File: src/rtl/burst_pkg.sv
package burst_pkg;

    localparam logic [2:0] BL_CODE_1    = 3'b000;
    localparam logic [2:0] BL_CODE_2    = 3'b001;
    localparam logic [2:0] BL_CODE_4    = 3'b010;
    localparam logic [2:0] BL_CODE_8    = 3'b011;
    localparam logic [2:0] BL_CODE_PAGE = 3'b111;

    typedef enum logic {
        WRAP_SEQ = 1'b0,
        WRAP_ILV = 1'b1
    } wrap_e;

endpackage

File: src/rtl/burst_mode_decode.sv
module burst_mode_decode
    import burst_pkg::*;
#(
    parameter int COL_W = 9
) (
    input  logic [2:0]       bl_code,
    input  wrap_e            wrap,
    input  logic             wr_single,
    input  logic             is_write,
    output logic             legal,
    output logic             full_page,
    output logic [COL_W-1:0] low_mask
);

    always_comb begin
        legal     = 1'b1;
        full_page = 1'b0;
        low_mask  = '0;
        case (bl_code)
            BL_CODE_1:    low_mask = '0;
            BL_CODE_2:    low_mask = COL_W'(1);
            BL_CODE_4:    low_mask = COL_W'(3);
            BL_CODE_8:    low_mask = COL_W'(7);
            BL_CODE_PAGE: begin
                full_page = 1'b1;
                low_mask  = '1;
                legal     = (wrap == WRAP_SEQ);
            end
            default:      legal = 1'b0;
        endcase
        if (wr_single && is_write) begin
            full_page = 1'b0;
            low_mask  = '0;
        end
    end

endmodule

File: src/rtl/burst_addr_calc.sv
module burst_addr_calc
    import burst_pkg::*;
#(
    parameter int COL_W = 9
) (
    input  logic [COL_W-1:0] start_col,
    input  logic [COL_W-1:0] beat_idx,
    input  logic [COL_W-1:0] low_mask,
    input  wrap_e            wrap,
    output logic [COL_W-1:0] addr
);

    logic [COL_W-1:0] seq_addr;
    logic [COL_W-1:0] ilv_addr;

    always_comb begin
        seq_addr = (start_col & ~low_mask) | ((start_col + beat_idx) & low_mask);
        ilv_addr = start_col ^ (beat_idx & low_mask);
        addr     = (wrap == WRAP_ILV) ? ilv_addr : seq_addr;
    end

endmodule

File: src/rtl/sdram_burst_colgen.sv
module sdram_burst_colgen
    import burst_pkg::*;
#(
    parameter int COL_W = 9
) (
    input  logic             clk,
    input  logic             rst_n,
    input  logic [2:0]       mode_bl,
    input  logic             mode_ilv,
    input  logic             mode_wr_single,
    input  logic             cmd_valid,
    input  logic             cmd_write,
    input  logic [COL_W-1:0] cmd_col,
    input  logic             term,
    output logic             col_valid,
    output logic [COL_W-1:0] col_addr,
    output logic             col_last,
    output logic             col_write
);

    typedef struct packed {
        logic             active;
        logic             write;
        wrap_e            wrap;
        logic             full;
        logic [COL_W-1:0] mask;
        logic [COL_W-1:0] start;
        logic [COL_W-1:0] beat;
    } state_t;

    state_t st_d, st_q;

    logic             cmd_legal;
    logic             cmd_full;
    logic [COL_W-1:0] cmd_mask;
    logic             at_last;

    burst_mode_decode #(.COL_W(COL_W)) u_decode (
        .bl_code   (mode_bl),
        .wrap      (wrap_e'(mode_ilv)),
        .wr_single (mode_wr_single),
        .is_write  (cmd_write),
        .legal     (cmd_legal),
        .full_page (cmd_full),
        .low_mask  (cmd_mask)
    );

    burst_addr_calc #(.COL_W(COL_W)) u_addr (
        .start_col (st_q.start),
        .beat_idx  (st_q.beat),
        .low_mask  (st_q.mask),
        .wrap      (st_q.wrap),
        .addr      (col_addr)
    );

    assign at_last = st_q.active && !st_q.full && (st_q.beat == st_q.mask);

    always_comb begin
        st_d = st_q;
        if (cmd_valid && cmd_legal) begin
            st_d.active = 1'b1;
            st_d.write  = cmd_write;
            st_d.wrap   = wrap_e'(mode_ilv);
            st_d.full   = cmd_full;
            st_d.mask   = cmd_mask;
            st_d.start  = cmd_col;
            st_d.beat   = '0;
        end else if (st_q.active) begin
            if (term || at_last) begin
                st_d.active = 1'b0;
            end else begin
                st_d.beat = st_q.beat + 1'b1;
            end
        end
    end

    always_ff @(posedge clk or negedge rst_n) begin
        if (!rst_n) begin
            st_q <= '0;
        end else begin
            st_q <= st_d;
        end
    end

    assign col_valid = st_q.active;
    assign col_last  = at_last;
    assign col_write = st_q.write;

endmodule

File: config.mk
export PLATFORM = sky130hd
export DESIGN_NAME = sdram_burst_colgen
export DESIGN_NICKNAME = d
export VERILOG_FILES = /design/src/rtl/burst_pkg.sv /design/src/rtl/burst_mode_decode.sv /design/src/rtl/burst_addr_calc.sv /design/src/rtl/sdram_burst_colgen.sv
export SDC_FILE = /design/constraint.sdc
export NUM_CORES = 1
export LEC_CHECK = 0
export ABC_AREA = 1
export BUFFER_PORTS_ARGS = -buffer_cell sky130_fd_sc_hd__buf_2
export CAP_MARGIN = 10
export CORE_ASPECT_RATIO = 0.8
export CORE_MARGIN = 10
export CORE_UTILIZATION = 35
export DETAILED_ROUTE_END_ITERATION = 8
export PLACE_DENSITY = 0.53
export SLEW_MARGIN = 30
export SYNTH_ARGS = -nofsm -noshare
export SYNTH_HDL_FRONTEND = slang
export SYNTH_SLANG_ARGS = --single-unit
File: constraint.sdc
create_clock -name clk -period 2.4 [get_ports clk]
set_input_delay 0.48 -clock clk [delete_from_list [all_inputs] [get_ports clk]]
set_output_delay 0.48 -clock clk [all_outputs]
set_load 0.01 [all_outputs]
==> results.ini <==
[yosys]
synthAdderAreaFrac_pct=11.6
synth_top_area_cell=dfrtp_1
synth.distinct_cells=35
syn-num-nets=327
synth_edf_count=0
muxShareOfSynthArea_pct=0
ys_ff_latch=26
synth_top_area_share_pct=30.8
synth_top_family_by_area=simple AND/OR/NAND/NOR gates
ys_seq_area_share_pct=30.8
syn_inst=289
synth-simple-area-share_pct=31.9
syn-mean-instance-area_um2=7.30
synthTopCellsByArea=dfrtp_1 31%, nand2_1 17%, ha_1 11%
ys_warn_count=0
async_flop_share_pct=100
synth_compound_area_share_pct=11.6
yosys-top-cells-count=93 x nand2_1, 34 x inv_1, 26 x dfrtp_1
synthXorXnorAreaFrac_pct=4.98
synthFlopType=dfrtp_1
syn_area_mm2=0.00211
yosysMostFrequentCell=nand2_1

[final_layout]
fin_nets=370
drive_gt1_share_pct=24.2
syn_to_final_growth_pct=21.6
n_antenna_cell=0
fill_cells=642

[detailed_routing]
ant_nets=0
wl_um=5640
top_layer=met4
avgViaCountPerCell=4.58
wl_met3_um=93
avgRoutedWirePerCell_um=13.7
num_vias=1889
first_pass_iters=4
drcViolationCount=0
first_iter_violations=45
met2_length_um=2550
wl_met1_um=2970

[timing]
timing.slew.headroom_pct=58.0
maxSlewViolCount=0
finalClockSkew_ns=0.00467
period_share_pct=101
setup_violations=2
tightestPinTransition_ns=0.630
fmax_ghz=0.413
finalWorstSetupSlack_ns=-0.0230
hold_ws_ns=0.215
hold_viol_final=0
period_needed_ns=2.42
rsz0062_at_grt=true

[grt]
grt_pass1_vias=1838
grt_start_max_net_pins=30
grt.total_usage_pct=12.4
gr-total-overflow=0
grt_pass1_wl_um=9450
grt_antenna_before_repair=0

[clock_network]
path_clk_slew_ns=0.10
cts_buffers=3
cts_tree=yes
cts-root-buf=clkbuf_8
htree_levels=1
clock-sinks=26
insertion_delay_ns=0.27
clockBufferDepth=2

[worst_setup_path]
crit_fanout=2
setup.worst_path.end_class=output port
reg2reg_depth=9
cp-start-kind=flop
r2r_end=st_q[7]
critPathRequiredTime_ns=1.92
worstPathArrival_ns=1.94
rr_startpoint=st_q[1]
critPathKind=flop to output port
r2r_slack_ns=0.64

[die]
die-area_mm2=0.00956
fp-row-count=25
die_width_um=107
core_mm2=0.00588
initial_core_util_pct=35.9
io_pins=31
fp.dieH_um=89.5

[placed_design]
gp_congestion=0.842
dp.final_hpwl_um=4170
portBuffers=30
place_ws_ns=0.105

[worst_hold_path]
hold_class=primary input to asynchronous set/reset pin

[flow_run]
cap_violations=0

[power_and_ir_drop]
power.leakage_nw=1.32
power.density_mw_per_mm2=601
peakVddDrop_mv=0.288

[run_status]
run_status=finished with violations
violations=negative setup slack

worst max-delay path: stages (launching register included):
cell and delay (ns):
dfrtp_1 0.37, ha_2 0.20, inv_2 0.04, fa_2 0.34
buf_4 0.14, xor2_1 0.17, nand2_1 0.07, o211ai_1 0.07
o21ai_0 0.10, buf_2 0.16
cells in the final DEF (no fill, tap or decap), drive strengths merged:
cell type,Yosys,routed
nand4,2,2
nand3,21,21
xor2,5,5
o21ai,20,20
buf,7,45
nor3b,1,1
clkbuf,0,4
a21oi,18,18
nand2,95,95
a31oi,1,1
o211ai,2,2
or2,3,3
fa,1,1
dfrtp,26,26
o2bb2ai,1,1
ha,18,18
o22ai,1,1
inv,35,35
xnor2,7,7
nand3b,2,2
nor3,2,2
o21bai,1,1
nor2,20,20
area by class of cell:
cell class	instances	area, um^2	area share (%)
clock buffer	4	55.1	2.15
sequential	26	653	25.5
timing repair buffer	45	267	10.4
inverter	35	131	5.12
multi-input combinational	221	1360	52.9
tap	81	101	3.95
stage by stage:
step / utilization (%) / std cells / power, mW / setup TNS, ns / instance area, um^2
global placement: 40.4 / 403 / 1.18 / 0 / 2380
finish: 43.6 / 412 / 1.54 / -0.0461 / 2570
floorplan: - / 289 / 0.982 / 0 / 2110
detailed placement: 40.4 / 403 / 1.19 / 0 / 2380
global route: 43.6 / 412 / 1.68 / -0.750 / 2570
CTS: 41.8 / 409 / 1.51 / -0.0210 / 2460
cell families (layout without fill, tap and decap cells):
kind of cell,count (synthesis),after routing
AO/OA/AOI/OAI,44,44
XOR/XNOR,12,12
adder cells (fa/ha/maj),19,19
buffers and inverters,42,84
flip-flops,26,26
AND/OR/NAND/NOR,146,146
layer usage:
layer	global-route usage, %	vias to the layer above
li1	-	1016
met1	16.8	862
met2	20.3	9
met3	2.38	2
met4	1.47	0
met5	0	-
power breakdown:
part           switching [mW]  internal, mW  leakage (nW)
clock network           0.150         0.147        0.0288
registers              0.0666         0.495         0.331
logic                   0.379         0.305         0.958
total                   0.596         0.947          1.32
timing repair:
| action | 4_1_cts | 5_1_grt |
|---|---|---|
| pin swaps | 1 | 1 |
| buffers inserted | 2 | 3 |
| gates resized for setup | 6 | 13 |
| setup endpoints to repair | 4 | 7 |
| hold buffers | 0 | 0 |
| cloned | 0 | 0 |
registers in the layout, indices dropped and copies added (netlist names):
register   count
st_q          24
col_valid      1
col_write      1
worst max path at each step:
| stage | cells after the start | start | end |
|---|---|---|---|
| 2_1_floorplan | 9 | st_q[0] | col_addr[4] |
| 3_3_place_gp | 10 | st_q[9] | col_addr[4] |
| 3_5_place_dp | 10 | st_q[9] | col_addr[4] |
| 4_1_cts | 10 | st_q[9] | col_addr[4] |
| 5_1_grt | 10 | st_q[9] | col_addr[4] |
| 6_report | 9 | st_q[9] | col_addr[2] |
Note: power is estimated with default switching activity, not from simulation.
